==> src/rtl/ctrl_bank_pkg.sv <==
package ctrl_bank_pkg;
  localparam int DW     = 32;
  localparam int BW     = 8;
  localparam int IDX_W  = 4;
  localparam int NUM_SCR = 2;

  localparam logic [IDX_W-1:0] IDX_STATUS = 4'd0;
  localparam logic [IDX_W-1:0] IDX_COND   = 4'd1;
  localparam logic [IDX_W-1:0] IDX_ISP    = 4'd2;
  localparam logic [IDX_W-1:0] IDX_USP    = 4'd3;
  localparam logic [IDX_W-1:0] IDX_SCR0   = 4'd4;
  localparam logic [IDX_W-1:0] IDX_SCR1   = 4'd5;
  localparam logic [IDX_W-1:0] IDX_BPC    = 4'd6;
  localparam logic [IDX_W-1:0] IDX_BBPSW  = 4'd8;
  localparam logic [IDX_W-1:0] IDX_BBPC   = 4'd9;

  localparam logic [BW-1:0] BAK_MASK = 8'hC1;
  localparam logic [BW-1:0] CUR_MASK = 8'hC0;
  localparam int MODE_BIT = 7;

  typedef struct packed {
    logic [BW-1:0]             psw_bak;
    logic [BW-1:0]             psw_cur;
    logic [BW-1:0]             bbpsw;
    logic                      cond;
    logic [DW-1:0]             sp;
    logic [DW-1:0]             isp;
    logic [DW-1:0]             usp;
    logic [DW-1:0]             bpc;
    logic [DW-1:0]             bbpc;
    logic [NUM_SCR-1:0][DW-1:0] scr;
  } cr_state_t;
endpackage

==> src/rtl/cr_rst_sync.sv <==
module cr_rst_sync #(
  parameter int STAGES = 2
) (
  input  logic clk,
  input  logic rst_n,
  output logic rst_sync_n
);
  logic [STAGES-1:0] chain_q;

  always_ff @(posedge clk or negedge rst_n) begin
    if (!rst_n) chain_q <= '0;
    else        chain_q <= {chain_q[STAGES-2:0], 1'b1};
  end

  assign rst_sync_n = chain_q[STAGES-1];
endmodule

==> src/rtl/cr_read_mux.sv <==
module cr_read_mux
  import ctrl_bank_pkg::*;
(
  input  cr_state_t        st,
  input  logic [IDX_W-1:0] idx,
  output logic [DW-1:0]    rdata
);
  logic mode;
  assign mode = st.psw_cur[MODE_BIT];

  always_comb begin
    rdata = '0;
    unique case (idx)
      IDX_STATUS: rdata = {{(DW-2*BW){1'b0}}, st.psw_bak & BAK_MASK,
                           (st.psw_cur & CUR_MASK) | {{(BW-1){1'b0}}, st.cond}};
      IDX_COND:   rdata = {{(DW-1){1'b0}}, st.cond};
      IDX_ISP:    rdata = mode ? st.sp : st.isp;
      IDX_USP:    rdata = mode ? st.usp : st.sp;
      IDX_SCR0:   rdata = st.scr[0];
      IDX_SCR1:   rdata = st.scr[1];
      IDX_BPC:    rdata = {st.bpc[DW-1:1], 1'b0};
      IDX_BBPSW:  rdata = {{(DW-BW){1'b0}}, st.bbpsw & BAK_MASK};
      IDX_BBPC:   rdata = {st.bbpc[DW-1:1], 1'b0};
      default:    rdata = '0;
    endcase
  end
endmodule

==> src/rtl/cr_write_next.sv <==
module cr_write_next
  import ctrl_bank_pkg::*;
(
  input  cr_state_t        cur,
  input  logic             cr_wr_en,
  input  logic [IDX_W-1:0] cr_idx,
  input  logic [DW-1:0]    cr_wdata,
  input  logic             sp_wr_en,
  input  logic [DW-1:0]    sp_wdata,
  output cr_state_t        nxt
);
  logic mode_now;
  logic mode_new;
  assign mode_now = cur.psw_cur[MODE_BIT];
  assign mode_new = cr_wdata[MODE_BIT];

  always_comb begin
    nxt = cur;
    // Stack-pointer port first; a control write below overrides it.
    if (sp_wr_en) nxt.sp = sp_wdata;
    if (cr_wr_en) begin
      unique case (cr_idx)
        IDX_STATUS: begin
          nxt.psw_bak = cr_wdata[2*BW-1:BW];
          nxt.psw_cur = cr_wdata[BW-1:0];
          nxt.cond    = cr_wdata[0];
          if (!mode_now && mode_new) begin
            nxt.usp = cur.sp;
            nxt.sp  = cur.isp;
          end else if (mode_now && !mode_new) begin
            nxt.isp = cur.sp;
            nxt.sp  = cur.usp;
          end
        end
        IDX_COND:  nxt.cond = cr_wdata[0];
        IDX_ISP:   if (mode_now) nxt.sp = cr_wdata; else nxt.isp = cr_wdata;
        IDX_USP:   if (mode_now) nxt.usp = cr_wdata; else nxt.sp = cr_wdata;
        IDX_SCR0:  nxt.scr[0] = cr_wdata;
        IDX_SCR1:  nxt.scr[1] = cr_wdata;
        IDX_BPC:   nxt.bpc = cr_wdata;
        IDX_BBPSW: nxt.bbpsw = cr_wdata[BW-1:0];
        IDX_BBPC:  nxt.bbpc = cr_wdata;
        default:   ;
      endcase
    end
  end
endmodule

==> src/rtl/ctrl_bank_regfile.sv <==
module ctrl_bank_regfile
  import ctrl_bank_pkg::*;
(
  input  logic             clk,
  input  logic             rst_n,
  input  logic             cr_wr_en,
  input  logic [IDX_W-1:0] cr_idx,
  input  logic [DW-1:0]    cr_wdata,
  output logic [DW-1:0]    cr_rdata,
  input  logic             sp_wr_en,
  input  logic [DW-1:0]    sp_wdata,
  output logic [DW-1:0]    sp_rdata
);
  logic      rst_sync_n;
  cr_state_t state_q;
  cr_state_t state_d;
  logic      upd_en;

  cr_rst_sync #(.STAGES(2)) u_rst (
    .clk        (clk),
    .rst_n      (rst_n),
    .rst_sync_n (rst_sync_n)
  );

  cr_write_next u_next (
    .cur      (state_q),
    .cr_wr_en (cr_wr_en),
    .cr_idx   (cr_idx),
    .cr_wdata (cr_wdata),
    .sp_wr_en (sp_wr_en),
    .sp_wdata (sp_wdata),
    .nxt      (state_d)
  );

  assign upd_en = cr_wr_en | sp_wr_en;

  always_ff @(posedge clk or negedge rst_sync_n) begin
    if (!rst_sync_n)  state_q <= '0;
    else if (upd_en)  state_q <= state_d;
  end

  cr_read_mux u_read (
    .st    (state_q),
    .idx   (cr_idx),
    .rdata (cr_rdata)
  );

  assign sp_rdata = state_q.sp;
endmodule

==> config.mk <==
export PLATFORM = sky130hd
export DESIGN_NAME = ctrl_bank_regfile
export DESIGN_NICKNAME = d
export VERILOG_FILES = /design/src/rtl/ctrl_bank_pkg.sv /design/src/rtl/cr_rst_sync.sv /design/src/rtl/cr_read_mux.sv /design/src/rtl/cr_write_next.sv /design/src/rtl/ctrl_bank_regfile.sv
export SDC_FILE = /design/constraint.sdc
export NUM_CORES = 1
export LEC_CHECK = 0
export BUFFER_PORTS_ARGS = -buffer_cell sky130_fd_sc_hd__clkbuf_2
export CAP_MARGIN = 15
export CORE_MARGIN = 2
export CORE_UTILIZATION = 58
export CTS_CLUSTER_SIZE = 12
export DETAILED_ROUTE_END_ITERATION = 6
export MAX_ROUTING_LAYER = met4
export PLACE_DENSITY_LB_ADDON = 0.15
export SYNTH_ARGS = -nofsm -noshare
export SYNTH_HDL_FRONTEND = slang
export SYNTH_HIERARCHICAL = 1
export SYNTH_SLANG_ARGS = --single-unit
==> constraint.sdc <==
create_clock -name clk -period 14.65 [get_ports clk]
set_clock_uncertainty 0.05 [all_clocks]
set_input_delay 3.6625 -clock clk [delete_from_list [all_inputs] [get_ports clk]]
set_output_delay 3.6625 -clock clk [all_outputs]
set_load 0.005 [all_outputs]
## Yosys cells after proc, flatten, opt, wreduce, memory -nomap -nowiden

Index checks and enable logic that the tools add are counted.

| storage, ports and cells | value |
|---|---|
| register bits | 251 |
| input port bits | 72 |
| output and inout bits | 64 |
| word-level logic and storage cells | 64 |

| operators by class | value |
|---|---|
| equal/unequal tests | 13 |
| muxes and demuxes | 20 |
| bitwise operators | 2 |
| reductions and logical operators | 17 |

Operators by type and width:

| kind | count |
|---|---|
| 32-bit two-way mux | 14 |
| 32-bit case mux with 9 select lines | 1 |
| 224-bit two-way mux | 1 |
| 32-bit case mux with 2 select lines | 2 |
| 32-bit case mux with 3 select lines | 1 |
| 64-bit two-way mux | 1 |
| 3-bit AND reduction | 7 |
| 4-bit by 3-bit equality test with 1-bit output, second input constant | 3 |
| 4-bit by 2-bit equality test with 1-bit output, second input constant | 2 |
| 4-bit equality test, second input constant | 2 |
| 8-bit by 1-bit OR with 8-bit output | 1 |
| 2-bit != test, second input constant | 3 |
| 6-bit AND reduction | 1 |
| 5-bit AND reduction | 1 |
| 4-bit by 1-bit equality test with 1-bit output, second input constant | 1 |
| 4-bit logical NOT | 1 |
| 2-bit by 1-bit != test with 1-bit output, second input constant | 2 |
| 2-bit nonzero test | 2 |
| 1-bit logical AND | 2 |
| 1-bit logical NOT | 2 |
| 2-bit OR reduction | 1 |
| 1-bit OR | 1 |

## Depth between registers and ports, before layout

| logic depth | value |
|---|---|
| depth in word-level cells | 6 |
| mapped depth | 10 |
| mapped depth without buffers | 6 |

## Hierarchy

Netlist, hierarchy kept.

Modules (own cells, without submodules):

| module | instances | cells each | area an instance (um^2) | seq. area each (um^2) |
|---|---|---|---|---|
| ctrl_bank_regfile | 1 | 558 | 9552.9 | 6231.0 |
| cr_write_next | 1 | 825 | 6302.3 | 0.0 |
| cr_read_mux | 1 | 230 | 1884.3 | 0.0 |
| cr_rst_sync | 1 | 3 | 53.8 | 50.0 |

## Least setup slack after synthesis

OpenSTA, ideal clock, no wires.

| path | value |
|---|---|
| kind | in2out |
| from | input cr_idx[0] |
| to | output cr_rdata[13] |
| data arrival time | 4685 ps |
| required time | 10938 ps |
| path slack | 6253 ps |
| stages on the path | 5 |
| path buffers | 2 |
| cell sequence | buf_2 -> nor3_1 -> clkbuf_1 -> a222oi_1 -> nand2_1 |

| on the way | value |
|---|---|
| longest elaborated chain between the ends | 2 |
| elaborated cells on any way between the ends | 10 |
| those cells by class | eq/ne: 8; mux: 1; reduce/logical: 1 |

RTL lines:

| element | line | source |
|---|---|---|
| from (decl) | ctrl_bank_regfile.sv:7 | `input logic [IDX_W-1:0] cr_idx,` |
| 4-bit equality test (tied with other cells) | cr_read_mux.sv:13 | `unique case (idx)` |
| 32-bit case mux with 9 select lines (*) | cr_read_mux.sv:13 |  |
| to (decl) | ctrl_bank_regfile.sv:9 | `output logic [DW-1:0] cr_rdata,` |

Every way passes the cells marked *; elsewhere a longest branch is shown, timed or not.

## Final worst setup path

| path | value |
|---|---|
| from | input cr_idx[1] |
| to | output cr_rdata[0] |

Same word-level chain as after synthesis.

==> results_dict.tcl <==
set metrics [dict create \
    status "finished clean" \
    cts_buffers 28 \
    r2r-start "state_q[240]" \
    grt_use_total 0.3156 \
    cts_root_buf "clkbuf_16" \
    syn-num-nets 1634 \
    worst_pin_slew_ns 1.139 \
    wl_met2_um 23020 \
    die_w_um 174.9 \
    cp_data_arrival_time_ns 6.19 \
    ant_nets 0 \
    hpwl_um 27470 \
    yosysWarnings 6 \
    rows 62 \
    routed-wl-met3_um 2924 \
    globalplace.congestion 0.8684 \
    vias 13490 \
    hp-start "u_rst/chain_q[0]" \
    first_pass_iters 6 \
    cpMostUsedCell "clkbuf_2" \
    coreArea_um2 28700 \
    grt_pass1_wl_um 75120 \
    cts_hold_buf 0 \
    max-clock-path-buffers 3 \
    antenna_found_initial 0 \
    setup-tns-final_ns 0 \
    route.detailed.drc 0 \
    powerDensity_nw_per_um2 183.6 \
    avgSynthCellArea_um2 10.84 \
    endpoint_kind "output pin" \
    syn-cell-area_um2 16940 \
    antenna-diode-count 0 \
    cap_violations 0 \
    final_max_slew_viol_count 0 \
    final_nets 1634 \
    cts_setup_buffers 0 \
    cts_resized 0 \
    cts_tree "done" \
    cts_sinks 233 \
    syn_inst 1562 \
    first_global_vias 13220 \
    io_pins 136 \
    period_needed_ns 9.907 \
    top_layer_used "met4" \
    rsz0062_at_grt "false" \
    io_buffers 135 \
    required_ns 10.94 \
    cp_slowest_cell "nor3b_4" \
    met1_length_um 20470 \
    crit_chain "clkbuf_2 > nand2b_1 > nor3b_4 > buf_4 > a221oi_1 > o22ai_1 > clkbuf_2" \
    clkLatencyLatePin_ns 0.56 \
    viasPerCell 6.853 \
    fin_util 0.6343 \
    leakagePower_nw 8.063 \
    setup_viol 0 \
    ir_drop_v 0.00008806 \
    hold_viol 0 \
    slew_headroom 0.2378 \
    max_freq_mhz 100.9 \
    critPathLaunch "cr_idx[1]" \
    initial_core_util 0.5901 \
    ctsHtreeMaxLevel 1 \
    grt_max_degree 78 \
    crit_type "in2out" \
    min_period_over_period 0.6762 \
    die_y_um 174.9 \
    grt_overflow 0 \
    wl_um 48140 \
    drtIter0Drc 1417 \
    routedWlPerCell_um 24.46 \
    cp-start-kind "input pin" \
    drive_gt1_frac 0.4034 \
    die-area_um2 30580 \
    slowest_delay_ns 0.85 \
    path_clk_slew_ns 0.06 \
    min_path_type "reg2reg" \
    cp_max_fo 28 \
    area_growth_pct 7.483 \
]
==> metrics by stage <==
stage / setup slack, ns / instances / instance area [um^2] / power, mW / hold WS [ns]
after global routing: 4.646 / 1968 / 18210 / 3.542 / 0.3171
after CTS: 4.819 / 1968 / 18210 / 3.332 / 0.3004
final: 4.743 / 1968 / 18210 / 3.342 / 0.2976
after global placement: 4.877 / 1916 / 17210 / 2.515 / 0.2829
after floorplan: 6.253 / 1562 / 16940 / 2.289 / 0.2812
after detailed placement: 4.825 / 1916 / 17210 / 2.578 / 0.2864
==> final cells by class <==
cell class / instances / area [um^2]
timing repair buffer: 163 / 885.9
clock inverter: 8 / 118.9
fill: 2395 / 10500
tap: 384 / 480.5
clock buffer: 44 / 872.1
multi-input combinational: 1132 / 9995
sequential: 233 / 5838
inverter: 4 / 15.01
==> worst paths after layout <==
| check | end | slack [ns] | depth (start not counted) |
|---|---|---|---|
| setup / recovery | cr_rdata[0] | 4.74 | 7 |
| hold / removal | u_rst/chain_q[1] | 0.30 | 0 |
| setup reg to reg | sp_rdata[6] | 10.32 | 8 |
| hold reg to reg | u_rst/chain_q[1] | 0.30 | 0 |
| max in group asynchronous | u_rst/chain_q[1] | 11.61 | 1 |
| min in group asynchronous | state_q[58] | 0.36 | 0 |
==> worst max-delay path: cells and delay by family <==
family          cells  cell delay (ns)
simple gates        2             1.09
buf+inv             3             1.03
compound gates      2             0.38
==> power by group <==
part | internal (mW) | total [mW] | switching, mW
registers | 0.928 | 1.27 | 0.339
clock network | 0.459 | 0.747 | 0.289
logic | 0.767 | 1.33 | 0.560
==> routing by layer <==
| metal | vias up | track usage |
|---|---|---|
| met3 | 121 | 0.04025 |
| met2 | 494 | 0.5043 |
| met5 | - | - |
| li1 | 5999 | - |
| met4 | 0 | 0.1222 |
| met1 | 6872 | 0.4108 |
==> cells in the final DEF (no fill, tap or decap), types with 4 or more instances in the layout <==
cell type,n
clkbuf_1,6
clkbuf_2,135
nand2_1,65
mux2i_1,155
o22a_1,7
nor4_1,10
buf_4,28
dfrtp_1,231
mux2_1,22
o21ai_0,4
a21oi_1,72
o221ai_1,26
nand3_1,13
nor2_1,68
a222oi_1,51
clkbuf_8,9
inv_1,4
o22ai_1,84
mux2_2,408
clkbuf_16,29
nand4_1,4
a211oi_1,25
nor2b_1,6
a22o_1,60
clkinv_2,4
==> flip-flops by register name, summed over array words and instances, names as in the netlist <==
register and cells:
sp_rdata 32, state_q 199, u_rst/chain_q 2
Note: power is estimated with default switching activity, not from simulation.
